**config.mk**
```make
export PLATFORM = sky130hd
export DESIGN_NAME = memboard_ctrl
export DESIGN_NICKNAME = d
export VERILOG_FILES = /design/src/rtl/memboard_pkg.sv /design/src/rtl/memboard_sync.sv /design/src/rtl/memboard_cfg.sv /design/src/rtl/memboard_decode.sv /design/src/rtl/memboard_fsm.sv /design/src/rtl/memboard_ctrl.sv
export SDC_FILE = /design/constraint.sdc
export NUM_CORES = 1
export LEC_CHECK = 0
export BUFFER_PORTS_ARGS = -buffer_cell sky130_fd_sc_hd__buf_4
export CAP_MARGIN = 0
export CORE_AREA = 2 2 39 41
export DETAILED_ROUTE_END_ITERATION = 10
export DIE_AREA = 0 0 41 43
export PLACE_DENSITY = 0.7
export SETUP_SLACK_MARGIN = 0.5
export SYNTH_ARGS = -nofsm -noshare
export SYNTH_HDL_FRONTEND = slang
export SYNTH_SLANG_ARGS = --single-unit
```
**constraint.sdc**
```tcl
create_clock -name clk -period 3.8 [get_ports clk]
set_clock_uncertainty 0.2 [all_clocks]
set_input_delay 0.19 -clock clk [delete_from_list [all_inputs] [get_ports clk]]
set_output_delay 0.19 -clock clk [all_outputs]
set_load 0.005 [all_outputs]
```
**src/rtl/memboard_pkg.sv**
```systemverilog
package memboard_pkg;

    // bus-cycle tracking states
    typedef enum logic [1:0] {
        ST_IDLE   = 2'd0,
        ST_ACCESS = 2'd1,
        ST_SKIP   = 2'd2
    } cyc_state_t;

endpackage

```
**src/rtl/memboard_sync.sv**
```systemverilog
module memboard_sync #(
    parameter int STAGES = 2
) (
    input  logic clk,
    input  logic rst_n,
    input  logic d_async,
    output logic q_sync
);
    logic [STAGES-1:0] chain;

    // resets to 0, which is the inhibit position
    always_ff @(posedge clk or negedge rst_n) begin
        if (!rst_n) chain <= '0;
        else        chain <= {chain[STAGES-2:0], d_async};
    end

    assign q_sync = chain[STAGES-1];
endmodule

```
**src/rtl/memboard_cfg.sv**
```systemverilog
module memboard_cfg #(
    parameter int DATA_W  = 8,
    parameter int NBLK    = 4,
    parameter int WE_BIT  = 3,
    parameter int MAP_LSB = 4
) (
    input  logic              clk,
    input  logic              rst_n,
    input  logic              wr_en,
    input  logic [DATA_W-1:0] wdata,
    output logic [DATA_W-1:0] rdata,
    output logic [NBLK-1:0]   blk_map,
    output logic              wr_enable
);
    localparam logic [DATA_W-1:0] USED_MASK =
        DATA_W'(((1 << NBLK) - 1) << MAP_LSB) | DATA_W'(1 << WE_BIT);

    logic [DATA_W-1:0] cfg_q;

    always_ff @(posedge clk or negedge rst_n) begin
        if (!rst_n)     cfg_q <= '0;
        else if (wr_en) cfg_q <= wdata & USED_MASK;
    end

    assign rdata     = cfg_q;
    assign blk_map   = cfg_q[MAP_LSB +: NBLK];
    assign wr_enable = cfg_q[WE_BIT];

    // register only changes on a port write
    p_cfg_hold_r2: assert property (@(posedge clk) disable iff (!rst_n)
        !wr_en |=> $stable(rdata));
endmodule

```
**src/rtl/memboard_decode.sv**
```systemverilog
module memboard_decode #(
    parameter int IDX_W = 2,
    parameter int NBLK  = 4
) (
    input  logic [IDX_W-1:0] blk_addr,
    input  logic [NBLK-1:0]  blk_map,
    output logic             blk_hit
);
    logic [NBLK-1:0] hit_vec;

    for (genvar i = 0; i < NBLK; i++) begin : g_blk
        assign hit_vec[i] = (blk_addr == IDX_W'(i)) && blk_map[i];
    end

    assign blk_hit = |hit_vec;

    // at most one block matches
    p_one_block_r3: assert final ($onehot0(hit_vec));
endmodule

```
**src/rtl/memboard_fsm.sv**
```systemverilog
module memboard_fsm
    import memboard_pkg::*;
(
    input  logic clk,
    input  logic rst_n,
    input  logic mem_req,
    input  logic blk_hit,
    input  logic one_wait,
    input  logic bus_wr,
    input  logic wr_ok,
    output logic wait_req_n,
    output logic chip_sel,
    output logic mem_we
);
    cyc_state_t state_q, state_d;

    // state register
    always_ff @(posedge clk or negedge rst_n) begin
        if (!rst_n) state_q <= ST_IDLE;
        else        state_q <= state_d;
    end

    // next state
    always_comb begin
        state_d = state_q;
        unique case (state_q)
            ST_IDLE: begin
                if (mem_req) state_d = blk_hit ? ST_ACCESS : ST_SKIP; // START_HIT / START_MISS
            end
            ST_ACCESS: if (!mem_req) state_d = ST_IDLE; // END_ACCESS
            ST_SKIP:   if (!mem_req) state_d = ST_IDLE; // END_SKIP
            default:   state_d = ST_IDLE;
        endcase
    end

    // outputs
    always_comb begin
        wait_req_n = 1'b1;
        chip_sel   = 1'b0;
        mem_we     = 1'b0;
        unique case (state_q)
            ST_IDLE: begin
                chip_sel   = mem_req && blk_hit;
                wait_req_n = !(mem_req && blk_hit && one_wait);
            end
            ST_ACCESS: begin
                chip_sel = mem_req;
                mem_we   = mem_req && bus_wr && wr_ok;
            end
            ST_SKIP: ;
            default: ;
        endcase
    end

    // wait request lasts exactly one clock
    p_wait_one_clock_r4: assert property (@(posedge clk) disable iff (!rst_n)
        !wait_req_n |=> wait_req_n);
    // a wait request only accompanies a selected block
    p_wait_has_cs_r4: assert property (@(posedge clk) disable iff (!rst_n)
        !wait_req_n |-> chip_sel);
    // zero-wait strap never raises a wait
    p_zero_wait_r5: assert property (@(posedge clk) disable iff (!rst_n)
        !one_wait |-> wait_req_n);
    // a skipped cycle selects nothing
    p_skip_quiet_r3: assert property (@(posedge clk) disable iff (!rst_n)
        (state_q == ST_SKIP) |-> (!chip_sel && !mem_we));
    // no second wait inside a held cycle
    p_no_rewait_r8: assert property (@(posedge clk) disable iff (!rst_n)
        (state_q != ST_IDLE) |-> wait_req_n);
    // the strobe never fires in the decode cycle
    p_we_late_r6: assert property (@(posedge clk) disable iff (!rst_n)
        $rose(mem_req) |-> !mem_we);
endmodule

```
**src/rtl/memboard_ctrl.sv**
```systemverilog
module memboard_ctrl #(
    parameter int ADDR_W      = 16,
    parameter int BLK_W       = 14,
    parameter int DATA_W      = 8,
    parameter int WE_BIT      = 3,
    parameter int SYNC_STAGES = 2,
    localparam int IDX_W      = ADDR_W - BLK_W,
    localparam int NBLK       = 1 << IDX_W,
    localparam int MAP_LSB    = DATA_W - NBLK
) (
    input  logic              clk,
    input  logic              rst_n,
    input  logic [IDX_W-1:0]  bus_blk_addr,
    input  logic              mem_req,
    input  logic              bus_wr,
    input  logic              io_cs,
    input  logic              io_wr,
    input  logic [DATA_W-1:0] io_wdata,
    output logic [DATA_W-1:0] io_rdata,
    input  logic              wait_strap,
    input  logic              wp_switch,
    output logic              wait_req_n,
    output logic              chip_sel,
    output logic              mem_we
);
    logic [NBLK-1:0] blk_map;
    logic            cfg_we;
    logic            sw_sync;
    logic            blk_hit;
    logic            wr_ok;

    memboard_cfg #(
        .DATA_W(DATA_W), .NBLK(NBLK), .WE_BIT(WE_BIT), .MAP_LSB(MAP_LSB)
    ) u_cfg (
        .clk(clk), .rst_n(rst_n), .wr_en(io_cs && io_wr), .wdata(io_wdata),
        .rdata(io_rdata), .blk_map(blk_map), .wr_enable(cfg_we)
    );

    memboard_sync #(.STAGES(SYNC_STAGES)) u_sync (
        .clk(clk), .rst_n(rst_n), .d_async(wp_switch), .q_sync(sw_sync)
    );

    memboard_decode #(.IDX_W(IDX_W), .NBLK(NBLK)) u_dec (
        .blk_addr(bus_blk_addr), .blk_map(blk_map), .blk_hit(blk_hit)
    );

    assign wr_ok = sw_sync && cfg_we;

    memboard_fsm u_fsm (
        .clk(clk), .rst_n(rst_n), .mem_req(mem_req), .blk_hit(blk_hit),
        .one_wait(wait_strap), .bus_wr(bus_wr), .wr_ok(wr_ok),
        .wait_req_n(wait_req_n), .chip_sel(chip_sel), .mem_we(mem_we)
    );

    // both permissions are needed for a strobe
    p_we_gated_r6: assert property (@(posedge clk) disable iff (!rst_n)
        mem_we |-> (sw_sync && cfg_we && chip_sel));
endmodule

```
==> run_results.csv <==
group,metric,value,unit
floorplanning,initial_utilization,35.6,%
placed_design,io_buffers,22,
worst_setup_path,criticalPathCategory,"reg -> out",
global_route,grt_start_max_net_pins,10,
global_route,grt_use_total,14.0,%
finish,instances_no_fill,87,
yosys,synth_edf_count,0,
cts,clockRootBuffer,"clkbuf_4",
routing,drt_wl_total,1010,um
routing,num_vias,413,
placed_design,hpwl,715,um
power,p_total,311,uW
floorplanning,coreArea,1380,sq um
yosys,yosys_warnings,0,
yosys,synth_cells,41,
finish,area_delta_synth_final,51.0,%
placed_design,place_inst,76,
timing,clock.fmax,557,MHz
routing,drc,0,
finish,fin_nets,92,
timing,hold_ws,68.5,ps
timing,finalCriticalPeriod,1800,ps
worst_setup_path,worstPathRequired,3410,ps
global_route,antenna_found_initial,0,
timing,tns,0,ps
routing,first_iter_violations,0,
worst_setup_path,cpMaxStageDelayCell,"mux4_2",
worst_setup_path,worstPathCellList,"mux4_2 -> nand4_1 -> buf_4",
yosys,syn_area,493,sq um
power,cellPowerDensity,418,nW/um^2
cts,htree_levels,1,
timing,finalSetupViolations,0,
worst_setup_path,cp.arrival,1410,ps
run_status,status,"finished clean",
routing,drt-pass1-iter-count,1,
worst_setup_path,crit_buf_inv,1,
yosys,synth_cell_type_count,17,
yosys,synth_top_flop_cell,"dfrtp_1",
finish,antenna_cells,0,
routing,antenna_left,0,
power,p_leak,0.358,nW
finish,drive_gt1_share,38.0,%
worst_setup_path,cp_max_fo,4,
cts,cts_tree,"built",
yosys,avgSynthCellArea,12.0,sq um
global_route,grt_pass1_wl,1630,um
placed_design,routabilityCongestion,0.605,
timing,finalHoldViolations,0,
yosys,async_flop_share,100,%
cts,clk_latency,250,ps
timing,period_share,47.3,%
worst_hold_path,hp-class,"in -> reg",
timing,rsz0062_at_grt,"false",
floorplanning,die_y,43,um
worst_setup_path,startpoint_type,"flop",
cts,numClockSinks,9,
global_route,grt_pass1_vias,413,
floorplanning,rows,14,
worst_setup_path,slowest_delay,530,ps
cts,cts_buffers,3,
job,max-cap-violations,0,
routing,vias_per_cell,4.75,
global_route,grt.overflow.total,0,
yosys,yosysSeqAreaShare,45.7,%
timing,setup_slack,2000,ps
worst_setup_path,critPathCaptureType,"output port",
placed_design,pre_cts_ws,2250,ps
floorplanning,die_area,1760,sq um
worst_setup_path,cp_top_family,"multiplexers",
timing,slew_violations,0,
yosys,synth-seq-cells,9,
routing,wl_per_cell,11.6,um
cts,clk_path_buf_depth,2,
power,ir_worst_vdd,239,uV
floorplanning,fp.dieW,41,um
floorplanning,io_pins,29,
cts,clk_pin_slew,60,ps
## path summary, 6_finish.rpt
| path | start | end | slack [ps] | cells past startpoint |
|---|---|---|---|---|
| max in group asynchronous | rst_n | u_cfg.rdata[6] | 3180 | 2 |
| max reg2reg | u_cfg.rdata[7] | u_fsm.state_q[1] | 2310 | 2 |
| min in group asynchronous | rst_n | u_cfg.rdata[3] | 90 | 2 |
| max | u_cfg.rdata[7] | wait_req_n | 2000 | 3 |
| min reg2reg | u_sync.chain[0] | u_sync.chain[1] | 150 | 0 |
| min | mem_req | u_fsm.state_q[1] | 70 | 3 |
## worst reg2reg max path: cells and delay by family (launching register included)
kind	cells	cell delay (ps)
AOI/OAI and AO/OA	1	270
muxes	1	530
DFF	1	410
## cell usage after synthesis, types with 2 or more instances
master	instances	area share (%)
dfrtp_1	9	46
mux2_1	5	11
nand2_1	4	3.0
nand3_1	2	2.0
mux2i_1	3	6.1
inv_1	2	1.5
ha_1	2	5.1
buf_4	5	7.6
## layout by cell type, fill, tap and decap left out, drive strengths merged
cell type / count
mux2i: 3
o221ai: 1
dlygate4sd3: 7
clkbuf: 4
dfrtp: 9
and3b: 1
buf: 22
o2bb2ai: 1
inv: 2
nand4: 1
nand2: 4
mux4: 1
conb: 3
nor2: 1
mux2: 5
nand3b: 1
nand3: 2
o32ai: 1
ha: 2
## cells by family (layout without fill, tap and decap cells)
family          Yosys count  count (layout)  share of synthesized area, %
simple gates             10              10                          10.4
mux                       9               9                          22.1
flops                     9               9                          45.7
buf+inv                   7              35                          9.14
compound gates            3               3                          6.85
fa+ha+maj                 2               2                          5.08
other cells               1               3                         0.761
## metrics by stage
step | cell area [sq um] | utilization, %
2_1_floorplan | 500 | -
3_3_place_gp | 648 | 46.8
3_5_place_dp | 648 | 46.8
4_1_cts | 744 | 53.8
5_1_grt | 744 | 53.8
6_report | 744 | 53.8
## metal layers
| metal | track usage (%) | routed length (um) | up-vias | share of wire [%] |
|---|---|---|---|---|
| met5 | 0 | 0 | - | 0 |
| li1 | - | - | 200 | - |
| met4 | 6.00 | 0 | 0 | 0 |
| met1 | 15.9 | 402 | 199 | 40 |
| met3 | 1.57 | 51 | 0 | 5.1 |
| met2 | 24.4 | 555 | 14 | 55 |
## flip-flops by register name (all words and copies together) (netlist names)
register,cells
u_cfg.rdata,5
u_fsm.state_q,2
u_sync.chain,2
## report_power, final
part	internal, mW	total (mW)	switching (mW)
Clock	0.0402	0.0692	0.0290
Combinational	0.0672	0.120	0.0526
Sequential	0.112	0.122	0.0103
Total	0.219	0.311	0.0919
## timing repair
item / in CTS / in global routing
hold buffers: 7 / 0
endpoints found under the hold margin: 15 / 0
resized for setup: 0 / 0
setup endpoints to repair: 0 / 0
buffers inserted: 0 / 0
## layout make-up
cell class | instances | area, sq um
multi-input combinational | 27 | 230
timing repair buffer | 29 | 235
fill | 125 | 639
sequential | 9 | 225
tap | 16 | 20.0
inverter | 2 | 7.51
clock buffer | 4 | 26.3
Note: power is estimated with default switching activity, not from simulation.
